$ cat src/rtl/sr_pkg.sv
package sr_pkg;

    typedef enum logic [1:0] {
        WR_NONE   = 2'd0,
        WR_TAKE   = 2'd1,
        WR_REJECT = 2'd2
    } wr_verdict_e;

endpackage

$ cat src/rtl/sr_gap_counter.sv
module sr_gap_counter #(
    parameter int CNT_W = 12
) (
    input  logic             clk,
    input  logic             rst_n,
    input  logic             de_i,
    output logic             adv_o,
    output logic [CNT_W-1:0] nxt_o
);
    localparam logic [CNT_W-1:0] CNT_MAX = '1;

    typedef struct packed {
        logic [CNT_W-1:0] cnt;
    } cnt_state_t;

    cnt_state_t st_d, st_q;

    // The count only advances on an empty pixel and only while below the ceiling.
    always_comb begin
        st_d  = st_q;
        adv_o = 1'b0;
        nxt_o = st_q.cnt + 1'b1;
        if (de_i) begin
            st_d.cnt = '0;
        end else if (st_q.cnt != CNT_MAX) begin
            adv_o    = 1'b1;
            st_d.cnt = nxt_o;
        end
    end

    always_ff @(posedge clk or negedge rst_n) begin
        if (!rst_n) st_q <= '0;
        else        st_q <= st_d;
    end

endmodule

$ cat src/rtl/sr_thresh_regs.sv
module sr_thresh_regs
    import sr_pkg::*;
#(
    parameter int CNT_W    = 12,
    parameter int DEF_HGAP = 4,
    parameter int DEF_VGAP = 40
) (
    input  logic             clk,
    input  logic             rst_n,
    input  logic             wr_i,
    input  logic [CNT_W-1:0] hgap_i,
    input  logic [CNT_W-1:0] vgap_i,
    output logic [CNT_W-1:0] hgap_o,
    output logic [CNT_W-1:0] vgap_o,
    output logic             err_o
);
    localparam logic [CNT_W-1:0] RST_H = CNT_W'(DEF_HGAP);
    localparam logic [CNT_W-1:0] RST_V = CNT_W'(DEF_VGAP);
    localparam logic [CNT_W-1:0] ONE   = CNT_W'(1);

    typedef struct packed {
        logic [CNT_W-1:0] hgap;
        logic [CNT_W-1:0] vgap;
        logic             err;
    } thr_state_t;

    thr_state_t  st_d, st_q;
    wr_verdict_e verdict;

    always_comb begin
        verdict = WR_NONE;
        if (wr_i) begin
            if ((hgap_i > ONE) && (hgap_i < vgap_i)) verdict = WR_TAKE;
            else                                     verdict = WR_REJECT;
        end
    end

    always_comb begin
        st_d     = st_q;
        st_d.err = 1'b0;
        case (verdict)
            WR_TAKE: begin
                st_d.hgap = hgap_i;
                st_d.vgap = vgap_i;
            end
            WR_REJECT: st_d.err = 1'b1;
            default:   ;
        endcase
    end

    always_ff @(posedge clk or negedge rst_n) begin
        if (!rst_n) begin
            st_q.hgap <= RST_H;
            st_q.vgap <= RST_V;
            st_q.err  <= 1'b0;
        end else begin
            st_q <= st_d;
        end
    end

    assign hgap_o = st_q.hgap;
    assign vgap_o = st_q.vgap;
    assign err_o  = st_q.err;

endmodule

$ cat src/rtl/sr_sync_pulse.sv
module sr_sync_pulse #(
    parameter int CNT_W = 12,
    parameter int PULSE = 1
) (
    input  logic             clk,
    input  logic             rst_n,
    input  logic             adv_i,
    input  logic [CNT_W-1:0] nxt_i,
    input  logic [CNT_W-1:0] thr_i,
    output logic             pulse_o
);
    localparam int REM_W = (PULSE < 2) ? 1 : $clog2(PULSE + 1);
    localparam logic [REM_W-1:0] REM_LOAD = REM_W'(PULSE);

    typedef struct packed {
        logic [REM_W-1:0] rem;
    } pul_state_t;

    pul_state_t st_d, st_q;
    logic       fire;

    // Equality on an advancing count hits at most once per gap.
    always_comb begin
        fire = adv_i && (nxt_i == thr_i);
        st_d = st_q;
        if (fire)                 st_d.rem = REM_LOAD;
        else if (st_q.rem != '0)  st_d.rem = st_q.rem - 1'b1;
    end

    always_ff @(posedge clk or negedge rst_n) begin
        if (!rst_n) st_q <= '0;
        else        st_q <= st_d;
    end

    assign pulse_o = (st_q.rem != '0);

endmodule

$ cat src/rtl/de_sync_regen.sv
module de_sync_regen #(
    parameter int CNT_W    = 12,
    parameter int HS_PULSE = 2,
    parameter int VS_PULSE = 3,
    parameter int DEF_HGAP = 4,
    parameter int DEF_VGAP = 40
) (
    input  logic             clk,
    input  logic             rst_n,
    input  logic             de_i,
    input  logic             cfg_wr_i,
    input  logic [CNT_W-1:0] cfg_hgap_i,
    input  logic [CNT_W-1:0] cfg_vgap_i,
    output logic             hsync_o,
    output logic             vsync_o,
    output logic             cfg_err_o,
    output logic [CNT_W-1:0] hgap_o,
    output logic [CNT_W-1:0] vgap_o
);
    logic             run_adv;
    logic [CNT_W-1:0] run_nxt;

    sr_gap_counter #(.CNT_W(CNT_W)) gap_cnt_i (
        .clk   (clk),
        .rst_n (rst_n),
        .de_i  (de_i),
        .adv_o (run_adv),
        .nxt_o (run_nxt)
    );

    sr_thresh_regs #(
        .CNT_W    (CNT_W),
        .DEF_HGAP (DEF_HGAP),
        .DEF_VGAP (DEF_VGAP)
    ) thr_i (
        .clk    (clk),
        .rst_n  (rst_n),
        .wr_i   (cfg_wr_i),
        .hgap_i (cfg_hgap_i),
        .vgap_i (cfg_vgap_i),
        .hgap_o (hgap_o),
        .vgap_o (vgap_o),
        .err_o  (cfg_err_o)
    );

    sr_sync_pulse #(.CNT_W(CNT_W), .PULSE(HS_PULSE)) hs_gen_i (
        .clk     (clk),
        .rst_n   (rst_n),
        .adv_i   (run_adv),
        .nxt_i   (run_nxt),
        .thr_i   (hgap_o),
        .pulse_o (hsync_o)
    );

    sr_sync_pulse #(.CNT_W(CNT_W), .PULSE(VS_PULSE)) vs_gen_i (
        .clk     (clk),
        .rst_n   (rst_n),
        .adv_i   (run_adv),
        .nxt_i   (run_nxt),
        .thr_i   (vgap_o),
        .pulse_o (vsync_o)
    );

endmodule

$ cat config.mk
export PLATFORM = sky130hd
export DESIGN_NAME = de_sync_regen
export DESIGN_NICKNAME = d
export VERILOG_FILES = /design/src/rtl/sr_pkg.sv /design/src/rtl/sr_gap_counter.sv /design/src/rtl/sr_thresh_regs.sv /design/src/rtl/sr_sync_pulse.sv /design/src/rtl/de_sync_regen.sv
export SDC_FILE = /design/constraint.sdc
export NUM_CORES = 1
export LEC_CHECK = 0
export BUFFER_PORTS_ARGS = -buffer_cell sky130_fd_sc_hd__buf_4
export CAP_MARGIN = 20
export CORE_UTILIZATION = 49
export CTS_CLUSTER_DIAMETER = 60
export DETAILED_ROUTE_END_ITERATION = 8
export GPL_ROUTABILITY_DRIVEN = 0
export PLACE_DENSITY = 0.76
export SYNTH_ARGS = -nofsm -noshare
export SYNTH_HDL_FRONTEND = slang
export SYNTH_HIERARCHICAL = 1
export SYNTH_SLANG_ARGS = --single-unit
$ cat constraint.sdc
create_clock -name clk -period 2.2 [get_ports clk]
set_input_delay 0.44 -clock clk [delete_from_list [all_inputs] [get_ports clk]]
set_output_delay 0.44 -clock clk [all_outputs]
set_load 0.02 [all_outputs]
==> results.tsv <==
metric	value	unit
Final period util	99.24	%
gr ovfl total	0	
Layout Cells excl Fill	395	
Cell Rows	26	
Post-Syn Nets	273	
area of the die	5541	sq um
FFs w/ async S/R, synth	100.0	%
first-pass GRT wire length	10.29	mm
ANT nets after route	0	
Core Area	5075	sq um
predominant post-synthesis flop cell	dfrtp_1	
number of DRC markers in iteration 0	101	
Vias	2098	
cell area power density	750.1	nW/um^2
f_max	458.0	MHz
cell at the root of the clock tree	clkbuf_8	
number of buffers and inverters on the critical path	0	
r2r setup slk	0.02	ns
Post-Syn Instances	231	
CP endpoint kind	flip-flop	
Setup TNS	0	ns
CTS max path bufs	2	
Hold/Removal Path Class	in -> async	
CP Cell Sequence	ha_4, nand4_1, or3_4, nand2_4, xnor2_2, nand3_1, or4_4, and2_4	
Slowest Stage Delay on Critical Path	0.52	ns
Synth cell types	43	
fill count	367	
final hold viol count	0	
VDD IR max	477.6	uV
vias in the first global route	2134	
share of cells above drive strength 1	48.92	%
Worst path slowest cell	or4_4	
DP Wirelength	4.806	mm
status	finished, final reports clean	
routed wire length	6.253	mm
Clock Latency Late Sink	0.31	ns
fin. max-slew vios	0	
clock slew at reported path FFs	0.08	ns
Die Wd	74.44	um
Syn Std Cell Area	2571	sq um
Slew HR	65.01	%
slew at the pin closest to its max-slew limit	0.5249	ns
largest net degree at the start of global routing	42	
Die Ht	74.44	um
RSZ-0062 raised after global routing	yes	
EDFF count, synth	0	
Worst setup SP type	flip-flop	
critical path class	reg -> reg	
Max Cap Viol	0	
sequential share of the synthesized area	40.05	%
most frequent cells in the layout	buf_4, dfrtp_1, xnor2_1	
Wirelength per Cell	15.83	um
port buffer count	54	
yosys warns	6	
H-tree levels	2	
Req. time, crit path	2.41	ns
CTS tree	yes	
CP Max Fanout	5	
delay-heaviest family, CP	simple AND/OR/NAND/NOR gates	
Final setup viols	0	
cts bufs inserted	5	
initial antenna violation count	0	
ANT cells	0	
most common cell after layout, fill and taps aside	buf_4	
Area growth, synth to finish	39.61	%
drt via density	5.311	
Nets	366	
Post-route DRC	0	
clk sinks	41	
Arrival @ worst endpoint	2.39	ns
Tmin final	2.183	ns
Setup Skew	0.002640	ns
Seq cells post-synth	41	
Initial Util	50.67	%
Placed Instances	382	
number of placed I/O pins	55	
P_leak	1.738	nW
GRT Total Usage	25.68	%
DRT Pass-1 Iters	5	
Avg Cell Area, Syn	11.13	sq um
==> worst paths after layout <==
path                                        start                  to  cells past startpoint
worst max register to register  gap_cnt_i/st_q[1]    hs_gen_i/st_q[0]                      8
max in group asynchronous                   rst_n   gap_cnt_i/st_q[9]                      1
min in group clk                    cfg_vgap_i[4]     thr_i/vgap_o[4]                      2
worst min register to register   vs_gen_i/st_q[0]    vs_gen_i/st_q[0]                      2
worst min-delay path                        rst_n  gap_cnt_i/st_q[10]                      1
worst max-delay path            gap_cnt_i/st_q[1]    hs_gen_i/st_q[0]                      8
==> where the power goes <==
part	internal (W)	total [W]	switching (W)	leakage [nW]
combinational	0.000548	0.00101	0.000458	1.18
clock	0.000369	0.000650	0.000281	0.0574
sequential	0.000901	0.00104	0.000136	0.499
total	0.00182	0.00269	0.000875	1.74
==> stage by stage <==
stage | utilization, % | power [W] | setup WS, ns | hold WS [ns] | instance area [sq um]
6_report | 70.73 | 0.002693 | 0.01683 | 0.09890 | 3590
5_1_grt | 70.73 | 0.002847 | -0.04679 | 0.1351 | 3590
2_1_floorplan | - | 0.001627 | 0.01840 | 0.1444 | 2597
3_3_place_gp | 65.14 | 0.001990 | -0.2344 | 0.4488 | 3306
4_1_cts | 69.45 | 0.002703 | 0.0001747 | 0.1235 | 3525
3_5_place_dp | 65.14 | 0.002014 | -0.3386 | 0.4575 | 3306
==> synth_stat cells, types with 2 or more instances <==
| cell type | number | area [sq um] |
|---|---|---|
| dfrtp_1 | 38 | 950.9 |
| xnor2_1 | 29 | 254.0 |
| mux2_4 | 21 | 315.3 |
| inv_1 | 20 | 75.07 |
| ha_1 | 14 | 175.2 |
| nand2_1 | 12 | 45.04 |
| nand3_1 | 9 | 45.04 |
| nand4_1 | 7 | 43.79 |
| a31oi_1 | 6 | 37.54 |
| mux2_2 | 6 | 67.56 |
| nor2_1 | 6 | 22.52 |
| a21oi_1 | 5 | 25.02 |
| buf_6 | 5 | 56.30 |
| and3_1 | 4 | 25.02 |
| nor3_1 | 4 | 20.02 |
| and4_1 | 3 | 26.28 |
| dfstp_2 | 3 | 78.83 |
| nor4_1 | 3 | 18.77 |
| o21ai_0 | 3 | 15.01 |
| xor2_1 | 3 | 26.28 |
| a21boi_0 | 2 | 15.01 |
| and2_1 | 2 | 12.51 |
| clkbuf_1 | 2 | 7.510 |
| nand2b_1 | 2 | 12.51 |
| o31ai_1 | 2 | 15.01 |
| or3_1 | 2 | 12.51 |
| or4_4 | 2 | 22.52 |
==> registers in the layout, summed over array words and instances, names as in the netlist <==
register / flops
gap_cnt_i/st_q: 12
thr_i/hgap_o: 12
thr_i/vgap_o: 12
hs_gen_i/st_q: 2
vs_gen_i/st_q: 2
thr_i/err_o: 1
==> cells by family after synthesis <==
| group | share of synthesized area (%) |
|---|---|
| and+or+nand+nor | 14.84 |
| DFF | 40.05 |
| xor gates and xnor gates | 10.90 |
| muxes | 15.28 |
| buffers and inverters | 5.401 |
| AOI/OAI and AO/OA | 6.715 |
| adders and majority gates | 6.813 |
==> routing by layer <==
metal  part of all wire, %  GRT usage (%)
met5                     0              0
met3                   4.3          6.640
met1                    42          31.41
met2                    51          42.64
met4                   3.6          11.53
==> layout make-up <==
type                            instances  area (sq um)  area share, %
Tap cell                               70         87.58          2.440
Clock buffer                            6         82.58          2.300
Inverter                               20         75.07          2.091
Timing Repair Buffer                   93         726.9          20.25
Multi-Input combinational cell        163          1546          43.08
Clock inverter                          2         37.54          1.046
Sequential cell                        41          1033          28.79
==> repair_timing <==
item                                    4_1_cts  5_1_grt
buffers inserted                              2        3
hold endpoints to repair                      0        0
gates resized for setup                      21        9
pin swaps                                     9        8
endpoints found under the setup margin        6       18
hold buffers                                  0        0
(Power assumes the default switching activity.)
